==> src/rtl/lms_pkg.sv <==
package lms_pkg;
  typedef enum logic [1:0] {
    ST_IDLE  = 2'd0,
    ST_START = 2'd1,
    ST_RUN   = 2'd2,
    ST_RAMP  = 2'd3
  } lms_state_e;
endpackage

==> src/rtl/lms_cmp.sv <==
module lms_cmp #(
  parameter int FREQ_W = 12,
  parameter int HYST   = 8
) (
  input  logic [FREQ_W-1:0] freq_i,
  input  logic [FREQ_W-1:0] thr_i,
  input  logic              cur_lvl_i,
  output logic              next_lvl_o
);
  localparam int UP_W = FREQ_W + 1;

  logic [UP_W-1:0] up_lim;
  logic [UP_W-1:0] freq_x;

  assign up_lim = {1'b0, thr_i} + UP_W'(HYST);
  assign freq_x = {1'b0, freq_i};

  // rise above thr+HYST, fall at or below thr
  always_comb begin
    if (cur_lvl_i) next_lvl_o = (freq_i > thr_i);
    else           next_lvl_o = (freq_x > up_lim);
  end
endmodule

==> src/rtl/lms_prd_cnt.sv <==
module lms_prd_cnt #(
  parameter int LIMIT = 4
) (
  input  logic clk_i,
  input  logic rst_ni,
  input  logic clr_i,
  input  logic tick_i,
  output logic done_o
);
  localparam int CW = (LIMIT > 1) ? $clog2(LIMIT) : 1;

  logic [CW-1:0] cnt_q;

  assign done_o = tick_i && (cnt_q == CW'(LIMIT - 1));

  always_ff @(posedge clk_i or negedge rst_ni) begin
    if (!rst_ni)     cnt_q <= '0;
    else if (clr_i)  cnt_q <= '0;
    else if (tick_i) cnt_q <= done_o ? '0 : cnt_q + 1'b1;
  end
endmodule

==> src/rtl/lms_seq.sv <==
module lms_seq
  import lms_pkg::*;
(
  input  logic       clk_i,
  input  logic       rst_ni,
  input  logic       period_end_i,
  input  logic       run_i,
  input  logic       stop_i,
  input  logic       fault_i,
  input  logic       lvl_req_i,
  input  logic       start_done_i,
  input  logic       ramp_done_i,
  output lms_state_e state_o,
  output logic       level3_o,
  output logic       stop_pend_o
);
  lms_state_e state_q;
  logic       lvl_q;
  logic       stop_pend_q;
  logic       stop_any;

  assign stop_any = stop_pend_q | stop_i;

  always_ff @(posedge clk_i or negedge rst_ni) begin
    if (!rst_ni) begin
      state_q     <= ST_IDLE;
      lvl_q       <= 1'b0;
      stop_pend_q <= 1'b0;
    end else begin
      if (state_q != ST_IDLE && stop_i) stop_pend_q <= 1'b1;
      case (state_q)
        ST_IDLE: begin
          stop_pend_q <= 1'b0;
          lvl_q       <= 1'b0;
          if (period_end_i && run_i && !stop_i) state_q <= ST_START;
        end
        ST_START: begin
          if (period_end_i) begin
            if (stop_any) begin
              state_q     <= ST_RAMP;
              stop_pend_q <= 1'b0;
            end else if (start_done_i) begin
              state_q <= ST_RUN;
            end
          end
        end
        ST_RUN: begin
          if (period_end_i) begin
            if (stop_any) begin
              lvl_q       <= 1'b0;
              state_q     <= ST_RAMP;
              stop_pend_q <= 1'b0;
            end else if (!fault_i) begin
              lvl_q <= lvl_req_i;
            end
          end
        end
        ST_RAMP: begin
          stop_pend_q <= 1'b0;
          lvl_q       <= 1'b0;
          if (period_end_i && ramp_done_i) state_q <= ST_IDLE;
        end
        default: state_q <= ST_IDLE;
      endcase
    end
  end

  assign state_o     = state_q;
  assign level3_o    = lvl_q;
  assign stop_pend_o = stop_pend_q;
endmodule

==> src/rtl/level_mode_sel.sv <==
module level_mode_sel
  import lms_pkg::*;
#(
  parameter int FREQ_W        = 12,
  parameter int FRAC_W        = 4,
  parameter int HYST          = 8,
  parameter int START_PERIODS = 4,
  parameter int RAMP_PERIODS  = 4
) (
  input  logic              clk_i,
  input  logic              rst_ni,
  input  logic [FREQ_W-1:0] freq_i,
  input  logic [FREQ_W-1:0] thr_i,
  input  logic              period_end_i,
  input  logic              run_i,
  input  logic              stop_i,
  input  logic              fault_i,
  output logic              level3_o,
  output logic              mod_en_o,
  output logic              shutdown_o
);
  localparam int NPH = 2;  // phase counters: start-up, ramp-down
  localparam int FRAC_CHK = (FRAC_W < FREQ_W) ? 1 : 0;

  lms_state_e state;
  logic       lvl_cur;
  logic       lvl_req;
  logic       stop_pend;
  logic [NPH-1:0] ph_done;
  logic [NPH-1:0] ph_act;

  if (FRAC_CHK == 0) begin : g_bad_fmt
    initial $error("FRAC_W must be below FREQ_W");
  end

  assign ph_act[0] = (state == ST_START);
  assign ph_act[1] = (state == ST_RAMP);

  for (genvar g = 0; g < NPH; g++) begin : g_ph
    localparam int LIM = (g == 0) ? START_PERIODS : RAMP_PERIODS;
    lms_prd_cnt #(.LIMIT(LIM)) u_cnt (
      .clk_i  (clk_i),
      .rst_ni (rst_ni),
      .clr_i  (!ph_act[g]),
      .tick_i (period_end_i && ph_act[g]),
      .done_o (ph_done[g])
    );
  end

  lms_cmp #(.FREQ_W(FREQ_W), .HYST(HYST)) u_cmp (
    .freq_i     (freq_i),
    .thr_i      (thr_i),
    .cur_lvl_i  (lvl_cur),
    .next_lvl_o (lvl_req)
  );

  lms_seq u_seq (
    .clk_i        (clk_i),
    .rst_ni       (rst_ni),
    .period_end_i (period_end_i),
    .run_i        (run_i),
    .stop_i       (stop_i),
    .fault_i      (fault_i),
    .lvl_req_i    (lvl_req),
    .start_done_i (ph_done[0]),
    .ramp_done_i  (ph_done[1]),
    .state_o      (state),
    .level3_o     (lvl_cur),
    .stop_pend_o  (stop_pend)
  );

  assign level3_o   = lvl_cur;
  assign mod_en_o   = (state != ST_IDLE);
  assign shutdown_o = (state == ST_IDLE);
endmodule

==> config.mk <==
export PLATFORM = sky130hd
export DESIGN_NAME = level_mode_sel
export DESIGN_NICKNAME = d
export VERILOG_FILES = /design/src/rtl/lms_pkg.sv /design/src/rtl/lms_cmp.sv /design/src/rtl/lms_prd_cnt.sv /design/src/rtl/lms_seq.sv /design/src/rtl/level_mode_sel.sv
export SDC_FILE = /design/constraint.sdc
export NUM_CORES = 1
export LEC_CHECK = 0
export BUFFER_PORTS_ARGS = -buffer_cell sky130_fd_sc_hd__buf_2
export CAP_MARGIN = 20
export CELL_PAD_IN_SITES_DETAIL_PLACEMENT = 1
export CELL_PAD_IN_SITES_GLOBAL_PLACEMENT = 1
export CORE_MARGIN = 2
export CORE_UTILIZATION = 41
export CTS_CLUSTER_SIZE = 28
export DETAILED_ROUTE_END_ITERATION = 12
export GPL_TIMING_DRIVEN = 0
export PLACE_DENSITY_LB_ADDON = 0.2
export SYNTH_ARGS = -nofsm -noshare
export SYNTH_HDL_FRONTEND = slang
export SYNTH_SLANG_ARGS = --single-unit
==> constraint.sdc <==
create_clock -name clk_i -period 3 [get_ports clk_i]
set_clock_uncertainty 0.1 [all_clocks]
set_input_delay 0 -clock clk_i [delete_from_list [all_inputs] [get_ports clk_i]]
set_output_delay 0 -clock clk_i [all_outputs]
set_load 0.05 [all_outputs]
Yosys cells after proc, flatten, opt, wreduce, memory -nomap -nowiden
Index checks and enable logic that the tools add are counted.
Widths: inputs -> output; s select.
- add/subtract/negate cells: 3
- order comparisons: 2
- eq/ne operators: 14
- muxes and demuxes: 23
- bitwise operators: 1
- reduce and logical (&&, ||, !) cells: 16
- operator list (cell ; number):
    $mux 2 ; 13
    $add 12x4->13 const B ; 1
    $gt 12x13->1 ; 1
    $gt 12x12->1 ; 1
    $ne 2x1->1 const B ; 5
    $eq 2x2->1 const B ; 4
    $logic_and 1x1->1 ; 8
    $pmux 2 s4 ; 1
    $mux 1 ; 7
    $reduce_and 6->1 ; 1
    $add 2x1->2 const B ; 2
    $ne 2x2->1 const B ; 2
    $pmux 1 s2 ; 2
    $reduce_bool 2->1 ; 2
    $reduce_or 2->1 ; 2
    $ne 3x1->1 const B ; 1
    $ne 3x2->1 const B ; 1
    $reduce_and 3->1 ; 1
    $eq 2x1->1 const B ; 1
    $logic_not 2->1 ; 1
    $logic_not 1->1 ; 1
    $or 1x1->1 ; 1
- register bits after elaboration: 8
- bits of input ports: 30
- output and inout bits: 3
- logic and storage cells: 64

Logic depth before layout (Yosys ltp)
- word-level depth: 7
- depth in mapped cells: 11
- gate-level depth less buffers: 11

Modules after synthesis
From an unflattened synthesis, not the netlist that was laid out.
- cell total of the unflattened synthesis: 146
- area, all modules: 1256.2 um2
- by module, submodules not included (module ; times used ; cells an instance ; area each (um2) ; seq. area each (um2)):
    lms_cmp ; 1 ; 89 ; 698.2 ; 0.0
    lms_seq ; 1 ; 33 ; 310.3 ; 100.1
    lms_prd_cnt ; 2 ; 9 ; 106.4 ; 50.0
    level_mode_sel ; 1 ; 6 ; 35.0 ; 0.0

Worst setup path before layout
No wires, ideal clock.
- path kind: input port to flip-flop
- from: input port thr_i[3]
- to: register u_seq.lvl_q (netlist: u_seq.level3_o)
- setup time: 0.135 ns
- data arrival time: 1.642 ns
- data required time: 2.765 ns
- path slack: 1.123 ns
- stages on the path: 10
- buffers on the path: 0
- cell sequence: ha_1 -> and3_1 -> nand2_1 -> nor2_1 -> xnor2_1 -> ha_1 -> and3_1 -> a2111oi_0 -> a31o_2 -> a211oi_2
- word-level cells in the longest chain between the ends: 7
- elaborated cells between the ends (all ways): 8
- those cells by class: add/sub: 1; order compare: 2; mux: 5
- RTL lines (item ; RTL line ; RTL):
    start: declaration ; level_mode_sel.sv:13 ; input logic [FREQ_W-1:0] thr_i,
    $add 12x4->13 ; lms_cmp.sv:15 ; assign up_lim = {1'b0, thr_i} + UP_W'(HYST);
    $gt 12x13->1 ; lms_cmp.sv:21 ; else next_lvl_o = (freq_x > up_lim);
    $mux 1 (*) ; lms_cmp.sv:20 ; if (cur_lvl_i) next_lvl_o = (freq_i > thr_i);
    $mux 1 (*) ; lms_seq.sv:53 ; end else if (!fault_i) begin
    $mux 1 (*) ; lms_seq.sv:49 ; if (stop_any) begin
    $mux 1 (*) ; lms_seq.sv:48 ; if (period_end_i) begin
    $pmux 1 s2 (*) ; lms_seq.sv:31 ; case (state_q)
    end signal: assignment ; lms_seq.sv:54 ; lvl_q <= lvl_req_i;
    end: declaration ; lms_seq.sv:18 ; logic lvl_q;
Every way passes the cells marked *; elsewhere a longest branch is shown, timed or not. The select of a mux whose other input is x is not followed.
A chain may end at the register's enable or synchronous reset.

Final worst setup path
Ends and elaborated chain as after synthesis.

==> results.toml <==
[power]
internal-power_mw = 0.381
comb_power_share = 0.630
ir_drop_mv = 0.426
clockPowerShare = 0.116
switching_power_mw = 0.358
p_seq_frac = 0.254
p_leak_nw = 0.734
swShare = 0.484
powerDensity_nw_per_um2 = 523

[setup_path]
crit_chain = "buf_2, and3_1, nand3_1, nor3_1, xnor2_1, ha_1, a21oi_1, nor2b_1, a2111oi_0, a31o_2, a211oi_2"
end_kind = "flip-flop"
start_kind = "input pin"
critPathBufInv = 1
path_class = "input pin to flip-flop"
crit_arrival_ns = 2.04
slowest_delay_ns = 0.45
worstPathRequired_ns = 3.03
critPathTopFamily = "compound AO/OA/AOI/OAI gates"
cp_max_fo = 5
crit_path_top_delay_cell = "a2111oi_0"

[clock_network]
path_clk_slew_ns = 0.06
clock_path_buffers = 2
post_cts_buffers = 0
cts_made_buffers = 3
cts.sinks = 8
root_buffer = "clkbuf_4"
clk_latency_ns = 0.26
cts_resized = 0
cts_hold_buf = 2
htreeDepth = 1
cts_tree = "yes"

[detailed_routing]
viasPerCell = 5.54
first_pass_iters = 4
num_vias = 1147
drc = 0
final_antenna_net_count = 0
wire_per_inst_um = 14.2
routed_wl_um = 2950
drt_iter0_drc = 16

[layout]
final_area_um2 = 1420
diodes = 0
area_delta_synth_final_pct = 20.6
final_common_cell = "buf_2"
nNetsFinal = 236
layout_common_cells = "buf_2, ha_1, inv_1"
drive_gt1_frac = 0.227
nFillCells = 358

[synthesis]
synth_seq_cells = 8
yosysWarnings = 0
ys_async_sr_fraction = 1.00
yosys.cell_types.count = 35
synth-edff-count = 0
ys_seq_area_frac = 0.171
synth_simple_gate_area_frac = 0.200
muxShareOfSynthArea = 0.0256
syn_area_per_cell_um2 = 8.44
synth_flop_cell = "dfrtp_1"
synth_top_area_share = 0.299
synth_area_um2 = 1170
synth-xor-area-share = 0.0522
synth_compound_area_frac = 0.189
synth_area_leaders = "ha_1, dfrtp_1, inv_1, xnor2_1, o21ai_0"
synth_area_leader_cell = "ha_1"
synth_nets = 197
netlist_instances = 139
synth_top_family_by_area = "adder cells"
synth_fa_ha_area_frac = 0.299

[floorplanning]
dieArea_um2 = 3310
chipHeight_um = 57.5
pin_count = 33
coreArea_um2 = 2730
core.rowCount = 19
initial_core_util = 0.429
dieWidth_um = 57.5

[global_route]
grt_pass1_vias = 1244
track_usage = 0.196
grt_pass1_wl_um = 5120
grt_start_max_net_pins = 11
overflow = 0
antenna_found_initial = 0

[timing]
setup-violations-final = 0
period_needed_ns = 2.02
fin_tns_setup_ns = 0
maxSlewViolCount = 0
slew_headroom = 0.698
rsz0062_at_grt = "false"
period_share = 0.672
hold_viol = 0
fmaxAchievable_mhz = 496
tightest_slew_ns = 0.441

[placed_design]
placed_area_um2 = 1370
dp_hpwl_um = 2610
portBuffers = 32
gp_routability_congestion = 0.858

[outcome]
status = "finished, final reports clean"

[run]
maxCapViolations = 0

[worst_hold_path]
hold_path.class = "input pin to asynchronous set/reset pin"
-- synthesized netlist by cell type (2+ instances only) --
cell / count
nand2_1: 6
nor3b_1: 3
mux2i_1: 3
xnor2_1: 7
o21a_1: 3
ha_1: 28
nand4_1: 4
o21ai_0: 10
a21o_1: 2
nand3_1: 5
nor3_1: 2
nor2b_1: 7
dfrtp_1: 8
a21oi_1: 8
nor2_1: 4
and3_1: 3
inv_1: 18
-- path summary, 6_finish.rpt --
kind / start / to / slack, ns / cells after the start
setup / recovery: thr_i[3] / u_seq.level3_o / 0.98 / 11
hold / removal: rst_ni / g_ph[1].u_cnt.cnt_q[1] / 0.02 / 2
setup reg to reg: u_seq.state_o[1] / u_seq.state_o[0] / 1.16 / 7
hold reg to reg: g_ph[1].u_cnt.cnt_q[1] / g_ph[1].u_cnt.cnt_q[1] / 0.47 / 2
max in group asynchronous: rst_ni / u_seq.stop_pend_o / 2.61 / 2
min in group clk_i: stop_i / u_seq.stop_pend_o / 0.02 / 3
-- registers in the layout, indices dropped and copies added, names as in the netlist --
register / count
g_ph.u_cnt.cnt_q: 4
u_seq.level3_o: 1
u_seq.state_o: 2
u_seq.stop_pend_o: 1
-- kinds of logic (layout without fill, tap and decap cells) --
kind of cell / count (synthesis) / after routing
and+or+nand+nor: 41 / 41
AOI/OAI and AO/OA: 33 / 33
adders and majority gates: 28 / 28
buffers and inverters: 19 / 56
DFF: 8 / 8
xor gates and xnor gates: 7 / 7
muxes: 3 / 3
-- per-stage QoR --
| stage | worst slack (ns) | instances | total power [mW] | utilization | hold WS (ns) |
|---|---|---|---|---|---|
| after floorplan | 1.12 | 139 | 0.521 | - | -0.396 |
| after global placement | 0.761 | 202 | 0.623 | 0.502 | -0.251 |
| after detailed placement | 0.708 | 202 | 0.656 | 0.502 | -0.240 |
| after CTS | 0.974 | 207 | 0.748 | 0.518 | 0.0173 |
| after global routing | 0.754 | 207 | 0.809 | 0.518 | 0.0234 |
| final | 0.984 | 207 | 0.740 | 0.518 | 0.0183 |
-- power groups by stage --
| stage | clock network (mW) | registers, mW | logic, mW |
|---|---|---|---|
| 2_1_floorplan | 0 | 0.194 | 0.327 |
| 3_3_place_gp | 0 | 0.183 | 0.440 |
| 5_1_grt | 0.0910 | 0.194 | 0.523 |
| 3_5_place_dp | 0 | 0.189 | 0.467 |
| 6_report | 0.0858 | 0.188 | 0.466 |
| 4_1_cts | 0.0886 | 0.187 | 0.472 |
-- cell type report --
type | count | area (um2) | area share
clock buffers | 3 | 22.5 | 0.0159
well taps | 31 | 38.8 | 0.0274
multi-input cells | 112 | 898 | 0.635
inverters | 18 | 67.6 | 0.0477
plain buffers | 1 | 7.51 | 0.00531
flip-flops and latches | 8 | 200 | 0.141
repair buffers | 34 | 180 | 0.127
-- layer usage --
layer | wire length (um) | GRT usage | share of wire | vias to the layer above
met2 | 1670 | 0.393 | 0.56 | 21
met1 | 1180 | 0.214 | 0.40 | 547
met3 | 83 | 0.00680 | 0.028 | 2
met4 | 22 | 0.0698 | 0.0075 | 0
met5 | 0 | 0 | 0 | -
li1 | - | - | - | 577
-- worst register-to-register path, stage by stage, from the launching register on --
cell,delay [ns]
dfrtp_1,0.41
inv_1,0.11
ha_1,0.30
nor4b_1,0.28
o21ai_0,0.13
o2111a_1,0.19
nand4_1,0.10
a21boi_1,0.15
Power figures use the tool's default switching activity.
